==> src/rtl/nor_cmd_pkg.sv <==
package nor_cmd_pkg;

   // Sequence position of the unlock decoder
   typedef enum logic [2:0] {
      ST_READ = 3'd0,
      ST_UNL1 = 3'd1,
      ST_UNL2 = 3'd2,
      ST_PROG = 3'd3,
      ST_ERS3 = 3'd4,
      ST_ERS4 = 3'd5,
      ST_ERS5 = 3'd6
   } seq_state_t;

   // Operation kind carried on op_type
   typedef enum logic [1:0] {
      OP_PROG = 2'b00,
      OP_SECT = 2'b01,
      OP_CHIP = 2'b10
   } op_kind_t;

   // Command byte values
   localparam logic [7:0] CODE_UNLOCK1 = 8'hAA;
   localparam logic [7:0] CODE_UNLOCK2 = 8'h55;
   localparam logic [7:0] CODE_PROG    = 8'hA0;
   localparam logic [7:0] CODE_ERASE   = 8'h80;
   localparam logic [7:0] CODE_IDIN    = 8'h90;
   localparam logic [7:0] CODE_IDOUT   = 8'hF0;
   localparam logic [7:0] CODE_SECT    = 8'h30;
   localparam logic [7:0] CODE_CHIP    = 8'h10;

   // Which unlock steps the current write would satisfy
   typedef struct packed {
      logic first;      // AA at key A
      logic second;     // 55 at key B
      logic cmd_prog;   // A0 at key A
      logic cmd_erase;  // 80 at key A
      logic cmd_idin;   // 90 at key A
      logic any_exit;   // F0 at any address
      logic sect;       // 30 at any address
      logic chip;       // 10 at key A
   } step_hits_t;

endpackage

==> src/rtl/nor_cmd_match.sv <==
module nor_cmd_match
   import nor_cmd_pkg::*;
#(
   parameter int unsigned KW     = 15,
   parameter int unsigned DW     = 8,
   parameter int unsigned ADDR_A = 'h5555,
   parameter int unsigned ADDR_B = 'h2AAA
) (
   input  logic [KW-1:0] key,
   input  logic [DW-1:0] data,
   output step_hits_t    hits
);

   localparam logic [KW-1:0] KEY_A = KW'(ADDR_A);
   localparam logic [KW-1:0] KEY_B = KW'(ADDR_B);

   logic at_a;
   logic at_b;
   logic [7:0] code;

   assign at_a = (key == KEY_A);
   assign at_b = (key == KEY_B);

   // Command bytes live in the low byte; a wider bus must keep the rest zero
   generate
      if (DW > 8) begin : g_wide
         logic hi_zero;
         assign hi_zero = (data[DW-1:8] == '0);
         assign code    = hi_zero ? data[7:0] : 8'h00;
      end else begin : g_byte
         assign code = data[7:0];
      end
   endgenerate

   always_comb begin
      hits.first     = at_a && (code == CODE_UNLOCK1);
      hits.second    = at_b && (code == CODE_UNLOCK2);
      hits.cmd_prog  = at_a && (code == CODE_PROG);
      hits.cmd_erase = at_a && (code == CODE_ERASE);
      hits.cmd_idin  = at_a && (code == CODE_IDIN);
      hits.any_exit  = (code == CODE_IDOUT);
      hits.sect      = (code == CODE_SECT);
      hits.chip      = at_a && (code == CODE_CHIP);
   end

endmodule

==> src/rtl/nor_cmd_fsm.sv <==
module nor_cmd_fsm
   import nor_cmd_pkg::*;
(
   input  logic       clk,
   input  logic       rst_n,
   input  logic       wr_stb,
   input  logic       busy,
   input  step_hits_t hits,
   output logic       launch,
   output op_kind_t   launch_kind,
   output logic       id_mode
);

   seq_state_t state;
   seq_state_t state_nx;
   logic       accept;
   logic       id_set;
   logic       id_clr;

   assign accept = wr_stb && !busy;

   always_comb begin
      seq_state_t restart;
      restart     = hits.first ? ST_UNL1 : ST_READ;
      state_nx    = state;
      launch      = 1'b0;
      launch_kind = OP_PROG;
      id_set      = 1'b0;
      id_clr      = 1'b0;
      if (accept) begin
         // An exit byte anywhere except the program data step leaves ID mode
         id_clr = hits.any_exit && (state != ST_PROG);
         case (state)
            ST_READ: state_nx = restart;
            ST_UNL1: state_nx = hits.second ? ST_UNL2 : restart;
            ST_UNL2: begin
               if (hits.cmd_prog)       state_nx = ST_PROG;
               else if (hits.cmd_erase) state_nx = ST_ERS3;
               else if (hits.cmd_idin) begin
                  id_set   = 1'b1;
                  state_nx = ST_READ;
               end else                 state_nx = restart;
            end
            ST_PROG: begin
               launch      = 1'b1;
               launch_kind = OP_PROG;
               state_nx    = ST_READ;
            end
            ST_ERS3: state_nx = hits.first ? ST_ERS4 : ST_READ;
            ST_ERS4: state_nx = hits.second ? ST_ERS5 : restart;
            ST_ERS5: begin
               if (hits.sect) begin
                  launch      = 1'b1;
                  launch_kind = OP_SECT;
                  state_nx    = ST_READ;
               end else if (hits.chip) begin
                  launch      = 1'b1;
                  launch_kind = OP_CHIP;
                  state_nx    = ST_READ;
               end else begin
                  state_nx = restart;
               end
            end
            default: state_nx = ST_READ;
         endcase
      end
   end

   always_ff @(posedge clk or negedge rst_n) begin
      if (!rst_n) begin
         state   <= ST_READ;
         id_mode <= 1'b0;
      end else begin
         state <= state_nx;
         if (id_set)      id_mode <= 1'b1;
         else if (id_clr) id_mode <= 1'b0;
      end
   end

   // a busy cycle leaves the ID flag as it was
   a_r10_busy_keeps_id: assert property (@(posedge clk) disable iff (!rst_n)
      busy |=> $stable(id_mode));

   // a busy cycle leaves the sequence position as it was
   a_r10_busy_keeps_state: assert property (@(posedge clk) disable iff (!rst_n)
      busy |=> $stable(state));

   // ID mode only turns on after an accepted write
   a_r5_id_rise_needs_write: assert property (@(posedge clk) disable iff (!rst_n)
      $rose(id_mode) |-> $past(wr_stb && !busy));

   // a program launch only happens from the data step
   a_r2_prog_from_data_step: assert property (@(posedge clk) disable iff (!rst_n)
      (launch && launch_kind == OP_PROG) |-> (state == ST_PROG));

endmodule

==> src/rtl/nor_cmd_launch.sv <==
module nor_cmd_launch
   import nor_cmd_pkg::*;
#(
   parameter int unsigned AW       = 17,
   parameter int unsigned DW       = 8,
   parameter int unsigned SECT_LSB = 12
) (
   input  logic          clk,
   input  logic          rst_n,
   input  logic          launch,
   input  op_kind_t      launch_kind,
   input  logic [AW-1:0] addr,
   input  logic [DW-1:0] data,
   output logic          start_pulse,
   output logic [1:0]    op_type,
   output logic [AW-1:0] op_addr,
   output logic [DW-1:0] op_data
);

   logic [AW-1:0] sect_base;
   logic [AW-1:0] tgt_addr;

   generate
      if (SECT_LSB > 0) begin : g_sect_mask
         assign sect_base = {addr[AW-1:SECT_LSB], {SECT_LSB{1'b0}}};
      end else begin : g_sect_full
         assign sect_base = addr;
      end
   endgenerate

   always_comb begin
      case (launch_kind)
         OP_SECT: tgt_addr = sect_base;
         OP_CHIP: tgt_addr = '0;
         default: tgt_addr = addr;
      endcase
   end

   always_ff @(posedge clk or negedge rst_n) begin
      if (!rst_n) begin
         start_pulse <= 1'b0;
         op_type     <= 2'b00;
         op_addr     <= '0;
         op_data     <= '0;
      end else begin
         start_pulse <= launch;
         if (launch) begin
            op_type <= launch_kind;
            op_addr <= tgt_addr;
            op_data <= data;
         end
      end
   end

   // the launch pulse is one cycle wide
   a_r11_pulse_single: assert property (@(posedge clk) disable iff (!rst_n)
      start_pulse |=> !start_pulse);

   // unused operation code never launched
   a_r11_type_legal: assert property (@(posedge clk) disable iff (!rst_n)
      start_pulse |-> (op_type != 2'b11));

   // sector erase target is sector aligned
   a_r3_sector_aligned: assert property (@(posedge clk) disable iff (!rst_n)
      (start_pulse && op_type == OP_SECT) |-> ((op_addr & AW'((1 << SECT_LSB) - 1)) == '0));

   // chip erase carries a zero address
   a_r4_chip_addr_zero: assert property (@(posedge clk) disable iff (!rst_n)
      (start_pulse && op_type == OP_CHIP) |-> (op_addr == '0));

endmodule

==> src/rtl/nor_cmd_seq.sv <==
module nor_cmd_seq
   import nor_cmd_pkg::*;
#(
   parameter int unsigned AW       = 17,
   parameter int unsigned DW       = 8,
   parameter int unsigned CMP_BITS = 15,
   parameter int unsigned SECT_LSB = 12,
   parameter int unsigned ADDR_A   = 'h5555,
   parameter int unsigned ADDR_B   = 'h2AAA
) (
   input  logic          clk,
   input  logic          rst_n,
   input  logic          wr_stb,
   input  logic [AW-1:0] wr_addr,
   input  logic [DW-1:0] wr_data,
   input  logic          busy,
   output logic          start_pulse,
   output logic [1:0]    op_type,
   output logic [AW-1:0] op_addr,
   output logic [DW-1:0] op_data,
   output logic          id_mode
);

   generate
      if (DW < 8) begin : g_bad_dw
         $error("nor_cmd_seq: DW must be at least 8");
      end
      if (AW < CMP_BITS) begin : g_bad_aw
         $error("nor_cmd_seq: AW must cover the compared address bits");
      end
      if (SECT_LSB >= AW) begin : g_bad_sect
         $error("nor_cmd_seq: SECT_LSB must lie inside the address");
      end
      if (ADDR_A == ADDR_B) begin : g_bad_keys
         $error("nor_cmd_seq: unlock addresses must differ");
      end
   endgenerate

   step_hits_t hits;
   logic       launch;
   op_kind_t   launch_kind;

   nor_cmd_match #(
      .KW     (CMP_BITS),
      .DW     (DW),
      .ADDR_A (ADDR_A),
      .ADDR_B (ADDR_B)
   ) u_match (
      .key  (wr_addr[CMP_BITS-1:0]),
      .data (wr_data),
      .hits (hits)
   );

   nor_cmd_fsm u_fsm (
      .clk         (clk),
      .rst_n       (rst_n),
      .wr_stb      (wr_stb),
      .busy        (busy),
      .hits        (hits),
      .launch      (launch),
      .launch_kind (launch_kind),
      .id_mode     (id_mode)
   );

   nor_cmd_launch #(
      .AW       (AW),
      .DW       (DW),
      .SECT_LSB (SECT_LSB)
   ) u_launch (
      .clk         (clk),
      .rst_n       (rst_n),
      .launch      (launch),
      .launch_kind (launch_kind),
      .addr        (wr_addr),
      .data        (wr_data),
      .start_pulse (start_pulse),
      .op_type     (op_type),
      .op_addr     (op_addr),
      .op_data     (op_data)
   );

   // a pulse always follows a strobe
   a_r11_pulse_after_stb: assert property (@(posedge clk) disable iff (!rst_n)
      start_pulse |-> $past(wr_stb));

   // a write taken during busy never launches
   a_r10_busy_no_launch: assert property (@(posedge clk) disable iff (!rst_n)
      busy |=> !start_pulse);

endmodule

==> config.mk <==
export PLATFORM = sky130hd
export DESIGN_NAME = nor_cmd_seq
export DESIGN_NICKNAME = d
export VERILOG_FILES = /design/src/rtl/nor_cmd_pkg.sv /design/src/rtl/nor_cmd_match.sv /design/src/rtl/nor_cmd_fsm.sv /design/src/rtl/nor_cmd_launch.sv /design/src/rtl/nor_cmd_seq.sv
export SDC_FILE = /design/constraint.sdc
export NUM_CORES = 1
export LEC_CHECK = 0
export ABC_CLOCK_PERIOD_IN_PS = 4900
export BUFFER_PORTS_ARGS = -buffer_cell sky130_fd_sc_hd__clkbuf_2
export CORE_ASPECT_RATIO = 1.2
export CORE_UTILIZATION = 35
export CTS_CLUSTER_SIZE = 25
export DETAILED_ROUTE_END_ITERATION = 10
export PLACE_DENSITY = 0.61
export SKIP_LAST_GASP = 1
export SLEW_MARGIN = 20
export SYNTH_ARGS = -nofsm -noshare
export SYNTH_HDL_FRONTEND = slang
export SYNTH_SLANG_ARGS = --single-unit
==> constraint.sdc <==
create_clock -name clk -period 4.9 [get_ports clk]
set_input_delay 0.735 -clock clk [delete_from_list [all_inputs] [get_ports clk]]
set_output_delay 0.735 -clock clk [all_outputs]
set_load 0.05 [all_outputs]
==> impl_metrics.toml, run 1 <==
[power]
clockPowerShare = 0.450
switching_share = 0.2185
combPwrFrac = 0.070
p_int_mw = 0.4295
power_mw = 0.5495
p_leak_nw = 1.070
powerDensity_nw_per_um2 = 258.0
power.switching_mw = 0.1200
ir_drop_uv = 123.2
pwr-share-seq = 0.481

[synth]
ys_async_sr_fraction = 1.000
ys.flop_type = "dfrtp_1"
synth_top_family_by_area = "simple AND/OR/NAND/NOR gates"
synth.avg_cell_area_sq_um = 10.86
synth-compound-area-share = 0.07829
synth_seq_cells = 32
synth_edf_count = 0
yosys.area_share.xor_xnor = 0
yosysWarnings = 0
synth-seq-area-share = 0.4727
syn_area_sq_um = 1694
synth_fa_ha_area_frac = 0.007386
syn-num-nets = 186
syn_inst = 156
synth_mux_area_frac = 0.1558
synth-simple-area-share = 0.2260
synth_cell_types = 41

[clocking]
h-tree-depth = 2
clk_pin_slew_ns = 0.06
cts.sinks = 32
post_cts.repair.setup_buffers = 0
worstSkewPairLatency_ns = 0.28
cts_tree = "done"
clock_path_buffers = 2
cts-root-buf = "clkbuf_8"
cts-resized-gates = 0
cts_hold_buf = 0
cts_made_buffers = 5

[detailed_routing]
vias_per_cell = 5.054
wl_per_cell_um = 14.14
via_count = 1395
routed_wl_um = 3902
ant_nets = 0
initialDrtViolationCount = 111
first_pass_iters = 4
drc_errors = 0

[outcome]
status = "finished clean"

[worst_setup_path]
rr_startpoint = "u_fsm.state[0]"
worstPathRequired_ns = 5.06
cp-start-kind = "primary input"
cp-end-kind = "flip-flop"
arrival_ns = 2.66
rr_endpoint = "u_launch.op_data[3]"
cp_max_fo = 27
r2r_slack_ns = 2.54
critical_path_class = "primary input to flip-flop"
r2r_cells = 4

[global_routing]
grt_first_pass_wirelength_um = 6513
grt_pass1_vias = 1348
grtUsageTotal = 0.1685
antenna_found_initial = 0
grt_max_degree = 33
overflow = 0

[min_path]
whs_path_depth = 1
min_path_type = "flip-flop to flip-flop"
worst_hold_startpoint = "u_launch.op_data[4]"
worstHoldEndpoint = "u_launch.op_data[4]"

[timing]
max_freq_mhz = 401.2
rsz0062_at_grt = "false"
slew_headroom = 0.3144
fin_crit_ns = 2.492
maxSlewViolCount = 0
setup_viol = 0
tightest_slew_ns = 1.028
tns_ns = 0
fin_skew_ns = 0.006021
hold_ws_ns = 0.4926
finalHoldViolations = 0
min_period_over_period = 0.5087

[floorplan]
coreArea_sq_um = 4628
fp.dieW_um = 65.51
start_util = 0.3660
ios = 58
fp.dieArea_sq_um = 5124
rows = 27
die_h_um = 78.21

[place]
io_buffers = 57
dpl_cell_area_sq_um = 2022
gp_congestion = 0.8406
hpwl_um = 2878

[finish]
postLayoutCellArea_sq_um = 2130
diodes = 0
area_growth_pct = 25.70
nNetsFinal = 247
drive_above_1_share = 0.3578

[job]
drv_cap = 0
## critical path: stages
cell and delay [ns]:
clkbuf_2 0.10, nor4b_2 0.29, nand4_1 0.23, a22oi_4 0.87, mux2_2 0.42
## power by group through the flow
stage	Sequential (mW)	Combinational, mW	Clock (mW)
global route	0.264	0.0433	0.269
global placement	0.269	0.0386	0
finish	0.264	0.0382	0.247
CTS	0.264	0.0387	0.257
floorplan	0.269	0.0117	0
detailed placement	0.269	0.0386	0
## layer usage
layer	GRT usage	routed length [um]	vias up
met5	0	0	-
met4	0.07391	47	0
met3	0.04215	160	7
met2	0.2619	1962	45
met1	0.2188	1731	657
li1	-	-	686
## cell usage in the layout (no fill, tap or decap), types with 4 or more instances in the layout
cell type,netlist,layout
a21oi_1,4,4
clkbuf_2,0,57
clkbuf_8,0,5
dfrtp_1,32,32
inv_1,19,19
mux2_2,6,6
mux2i_1,17,17
nand2_1,16,16
nand4_1,4,4
nor2_1,6,6
o21ai_0,8,8
## per-stage QoR
step,utilization,worst slack [ns],cells
detailed placement,0.4369,2.096,268
CTS,0.4601,2.389,276
global route,0.4601,2.239,276
global placement,0.4369,2.138,268
floorplan,-,2.646,156
finish,0.4601,2.408,276
## worst max-delay path by stage
| stage | from | endpoint | cells after the start |
|---|---|---|---|
| final | wr_addr[1] | u_launch.op_data[3] | 5 |
| after global routing | wr_addr[1] | u_launch.op_data[3] | 5 |
| after detailed placement | wr_addr[1] | u_launch.op_data[6] | 5 |
| after global placement | wr_data[1] | u_launch.op_data[1] | 5 |
| after CTS | wr_addr[1] | u_launch.op_data[6] | 5 |
| after floorplan | wr_addr[1] | u_launch.op_addr[10] | 7 |
## synth_stat cells (all sizes together) (3+ instances only)
library cell  count  area, sq um
a21oi             4        20.02
and3b             3        26.28
and4b             3        30.03
dfrtp            32        800.8
inv              19        71.32
mux2              8        93.83
mux2i            17        170.2
nand2            16        60.06
nand3             3        15.01
nand4             5        37.53
nand4b            3        26.28
nor2              6        22.52
nor4b             3        47.54
o21ai             8        40.04
## kinds of logic (layout without fill, tap and decap cells)
logic type	after synthesis	in the layout
AOI/OAI and AO/OA	20	20
and+or+nand+nor	56	56
adders and majority gates	1	1
buffers and inverters	22	84
muxes	25	25
DFF	32	32
## flip-flops by register name (all words and copies together) (netlist names)
name,count
u_launch.op_addr,17
u_fsm.state,3
u_fsm.id_mode,1
u_launch.op_data,8
u_launch.start_pulse,1
u_launch.op_type,2
## cell type report
class | count | area, sq um
clock buffer | 6 | 72.57
fill | 448 | 2499
sequential | 32 | 800.8
tap | 58 | 72.57
timing repair buffer | 57 | 285.3
inverter | 19 | 71.32
clock inverter | 2 | 35.03
multi-input combinational | 102 | 792.0
No activity file was read; power rests on OpenSTA's default activity.
==> inputs of run 2 (changes only) <==
- ABC_AREA: default -> 1
- ABC_CLOCK_PERIOD_IN_PS: 4900 -> 2350
- clock period: 4.9 -> 2.35 ns (I/O delays scaled with it)
==> impl_metrics.toml, run 2 <==
[clocking]
cts.sinks = 32
cts_made_buffers = 5
clk_pin_slew_ns = 0.06
worstSkewPairLatency_ns = 0.28
cts-resized-gates = 0
cts_tree = "done"
post_cts.repair.setup_buffers = 0
cts_hold_buf = 0
clock_path_buffers = 2
cts-root-buf = "clkbuf_8"
h-tree-depth = 2

[synth]
yosys.area.top_type_share = 0.4485
synth_cell_types = 18
synth-seq-area-share = 0.4485
synth.avg_cell_area_sq_um = 6.894
synth_top_area_cell = "dfrtp_1"
syn-num-nets = 289
synth_seq_cells = 32
synth.cells.most_frequent = "nand2_1, nand3_1, inv_1, nor2_1, dfrtp_1"
yosysWarnings = 0
synth.area.top_cells = "dfrtp_1, nand2_1, nand3_1"
synth_edf_count = 0
ys_async_sr_fraction = 1.000
syn_area_sq_um = 1785
ys.flop_type = "dfrtp_1"
synth_most_common_cell = "nand2_1"
syn_inst = 259

[detailed_routing]
initialDrtViolationCount = 83
vias_per_cell = 4.720
via_count = 1784
drc_errors = 0
first_pass_iters = 4
ant_nets = 0
routed_wl_um = 4513
wl_per_cell_um = 11.94

[finish]
multiInputGateArea_sq_um = 785.8
seq_area_sq_um = 800.8
area_growth_pct = 22.84
drive_above_1_share = 0.2264
postLayoutCellArea_sq_um = 2193
largest_reg_flops = 17
reg_top3 = "u_launch.op_addr x17, u_launch.op_data x8, u_fsm.state x3"
diodes = 0
layout_commonest_cell = "nand2_1"
mostFrequentLayoutCells = "nand2_1, clkbuf_2, nand3_1, inv_1, nor2_1"
top_register = "u_launch.op_addr"
nNetsFinal = 348
n_fill_cell = 548

[floorplan]
fp.dieArea_sq_um = 5392
coreArea_sq_um = 4905
fp.dieW_um = 67.20
start_util = 0.3640
ios = 58
rows = 28
die_h_um = 80.24

[timing]
fin_crit_ns = 1.862
fin_skew_ns = 0.003913
tightest_slew_ns = 0.8192
setup_viol = 0
rsz0062_at_grt = "false"
maxSlewViolCount = 0
slew_headroom = 0.4539
max_freq_mhz = 537.1
finalHoldViolations = 0
tns_ns = 0
hold_ws_ns = 0.1550
min_period_over_period = 0.7922

[worst_setup_path]
path_cells = "inv_1, nand2_1, nor2_1, nand2_1, inv_1, nand3_1, ha_1, nor2_1, nor2_1, nand3_1, nand2_1"
worstPathRequired_ns = 2.52
slowest_stage = "dfrtp_1"
path_buf_inv = 2
arrival_ns = 2.03
crit_family = "simple AND/OR/NAND/NOR gates"
cp-start-kind = "flip-flop"
cp_max_fo = 5
cpPeakStageDelay_ns = 0.40
cp-end-kind = "flip-flop"
critical_path_class = "flip-flop to flip-flop"

[power]
powerDensity_nw_per_um2 = 525.6
ir_drop_uv = 186.2
p_leak_nw = 1.401

[place]
io_buffers = 57
gp_congestion = 0.8923
dpl_cell_area_sq_um = 2116
hpwl_um = 3393

[global_routing]
antenna_found_initial = 0
grt_max_degree = 33
overflow = 0
grt_pass1_vias = 1675
grtUsageTotal = 0.1817
grt_first_pass_wirelength_um = 7355

[min_path]
min_path_type = "primary input to async pin"

[job]
drv_cap = 0

[outcome]
status = "finished clean"
[run 2: cells by family after synthesis]
kind of cell,count (synthesis),synth area share
AO/OA/AOI/OAI,4,0.01331
adder cells (fa/ha/maj),1,0.007007
flip-flops,32,0.4485
buffers and inverters,47,0.1114
AND/OR/NAND/NOR,175,0.4198
[run 2: layout make-up]
type,count,share of cell area
clock buffers,6,0.03309
repair buffers,60,0.1403
well taps,60,0.03423
multi-input cells,180,0.3582
inverters,39,0.06674
flip-flops and latches,32,0.3651
clock inverters,1,0.002282
[run 2: power breakdown]
| part | switching (mW) | internal [mW] | total [mW] |
|---|---|---|---|
| clock network | 0.191 | 0.201 | 0.392 |
| registers | 0.00898 | 0.567 | 0.576 |
| logic | 0.137 | 0.0481 | 0.185 |
[run 2: stage by stage]
| stage | util | std cells | setup slack [ns] | total power [mW] |
|---|---|---|---|---|
| after floorplan | - | 259 | 0.5771 | 0.6965 |
| after global placement | 0.4314 | 371 | 0.3137 | 0.7722 |
| after detailed placement | 0.4314 | 371 | 0.3189 | 0.7737 |
| after CTS | 0.4472 | 378 | 0.4716 | 1.176 |
| after global routing | 0.4472 | 378 | 0.2705 | 1.216 |
| final | 0.4472 | 378 | 0.4882 | 1.153 |
[run 2: path summary, 6_finish.rpt]
kind / end / slack (ns) / startpoint / cells past startpoint
setup / recovery: u_launch.op_addr[14] / 0.49 / u_fsm.state[0] / 11
hold / removal: u_launch.op_addr[9] / 0.16 / rst_n / 1
setup reg to reg: u_launch.op_addr[14] / 0.49 / u_fsm.state[0] / 11
hold reg to reg: u_launch.op_addr[9] / 0.47 / u_launch.op_addr[9] / 2
max in group asynchronous: u_fsm.id_mode / 1.66 / rst_n / 1
min in group clk: u_launch.op_data[3] / 0.33 / wr_data[3] / 3
[run 2: per-layer routing]
metal,vias up,routed length [um],global-route usage,share of wire
met4,0,57,0.06383,0.013
met1,823,2034,0.2198,0.45
met2,44,2210,0.3080,0.49
met3,5,210,0.04261,0.047
met5,-,0,0,0
li1,912,-,-,-
[run 2: worst reg2reg max path: cells and delay by family, from the launching register on]
kind	cells	cell delay (ns)
and+or+nand+nor	8	0.89
DFF	1	0.40
adders and majority gates	1	0.30
buffers and inverters	2	0.17
==> inputs of run 3 (changes only) <==
- ABC_AREA: 1 -> 0
- ABC_CLOCK_PERIOD_IN_PS: 2350 -> 1800
- clock period: 2.35 -> 1.8 ns (I/O delays scaled with it)
==> impl_metrics.toml, run 3 (same netlist as run 1, synthesis figures left out) <==
[outcome]
status = "finished, violations left"
failed_checks = "negative hold slack, negative setup slack"

[clocking]
cts_hold_buf = 0
clock_path_buffers = 2
cts_made_buffers = 5
h-tree-depth = 2
cts.sinks = 32
clk_pin_slew_ns = 0.07
cts-root-buf = "clkbuf_8"
worstSkewPairLatency_ns = 0.28
cts_tree = "done"

[timing]
fin_skew_ns = 0.002861
setup_slack_ns = -0.02426
max_freq_mhz = 548.2
slew_headroom = 0.7390
tightest_slew_ns = 0.3861
hold_ws_ns = -0.002422
fin_crit_ns = 1.824
rsz0062_at_grt = "true"
setup_viol = 11
maxSlewViolCount = 0
min_period_over_period = 1.013
finalHoldViolations = 4

[worst_setup_path]
r2r_slack_ns = -0.02
critical_path_class = "flip-flop to flip-flop"
worstPathRequired_ns = 1.97
arrival_ns = 1.99
cp_max_fo = 8
cp-start-kind = "flip-flop"
cp-end-kind = "flip-flop"

[place]
gp_congestion = 0.9333
io_buffers = 57
dpl_cell_area_sq_um = 2165
dp_slack_ns = -0.04290
hpwl_um = 3103

[finish]
postLayoutCellArea_sq_um = 2355
layout_commonest_cell = "clkbuf_2"
area_growth_pct = 39.00
drive_above_1_share = 0.4370
multiInputGateArea_sq_um = 819.5
diodes = 0
largest_reg_flops = 17
fin_util = 0.5088
top_register = "u_launch.op_addr"
nNetsFinal = 267
n_fill_cell = 440
mostFrequentLayoutCells = "clkbuf_2, dfrtp_1, inv_1, mux2i_1, buf_4"
seq_area_sq_um = 800.8
reg_top3 = "u_launch.op_addr x17, u_launch.op_data x8, u_fsm.state x3"

[global_routing]
grt_max_degree = 33
overflow = 0
antenna_found_initial = 0
grt_pass1_vias = 1399
grtUsageTotal = 0.1714
grt_first_pass_wirelength_um = 6734

[detailed_routing]
first_pass_iters = 4
via_count = 1461
routed_wl_um = 4200
vias_per_cell = 4.936
drc_errors = 0
wl_per_cell_um = 14.19
initialDrtViolationCount = 81
ant_nets = 0

[power]
ir_drop_uv = 559.1
p_leak_nw = 1.192
powerDensity_nw_per_um2 = 676.8
power_mw = 1.594

[floorplan]
fp.dieW_um = 65.51
fp.dieArea_sq_um = 5124
rows = 27
start_util = 0.3660
coreArea_sq_um = 4628
ios = 58
die_h_um = 78.21

[min_path]
min_path_type = "primary input to async pin"

[job]
drv_cap = 0
[run 3: cell count changes in the layout (fill, tap and decap cells not counted), sizes merged, moves of 6 or more]
cell and change:
nand3 -36, mux2i +17, o21ai +6, mux2 +8, nand2 -76, inv -20, buf +17, nor2 -29
[run 3: stage by stage]
stage,hold slack (ns),setup TNS (ns),instances
after floorplan,-0.02559,0,156
after global placement,0.3180,0,282
after detailed placement,0.3224,-0.1332,282
after CTS,0.01821,-0.05757,290
after global routing,0.03834,-2.203,296
final,-0.002422,-0.08862,296
[run 3: report_power, final]
part           internal, mW  total, mW  switching, mW  leakage (nW)
clock                 0.488      0.756          0.268        0.0645
sequential            0.719      0.719   0.0000000101         0.353
combinational        0.0502      0.119         0.0688         0.774
total                  1.26       1.59          0.336          1.19
[run 3: routing by layer]
metal / up-vias / GRT usage / share of wire
met1: 693 / 0.2354 / 0.45
met5: - / 0 / 0
met3: 4 / 0.03779 / 0.040
met4: 0 / 0.06739 / 0.013
li1: 716 / - / -
met2: 48 / 0.2598 / 0.49
[run 3: cell type report]
cell class	instances	area share
flip-flops and latches	32	0.3401
inverters	19	0.03029
clock inverters	1	0.01275
well taps	58	0.03082
clock buffers	7	0.04091
multi-input cells	102	0.3480
repair buffers	77	0.1971
[run 3: worst paths after layout]
kind                                             end           startpoint  depth (start not counted)
max in group asynchronous        u_launch.op_data[6]                rst_n                          2
min in group clk                u_launch.op_addr[15]          wr_addr[15]                          3
worst max register to register  u_launch.op_addr[15]       u_fsm.state[0]                          8
worst min register to register   u_launch.op_data[4]  u_launch.op_data[4]                          1
worst min-delay path             u_launch.op_addr[8]                rst_n                          2
worst max-delay path            u_launch.op_addr[15]       u_fsm.state[0]                          8
[run 3: critical path: stages (launching register included)]
cell     delay, ns
dfrtp_1       0.42
nor4b_4       0.30
buf_4         0.17
nand2_1       0.08
nor2_2        0.17
ha_4          0.23
buf_4         0.17
o21ai_1       0.11
mux2i_1       0.07
[run 3: timing repair]
action,in CTS,in global routing
pin swaps,0,3
setup buffers,0,6
gates resized for setup,0,11
endpoints found under the setup margin,5,25
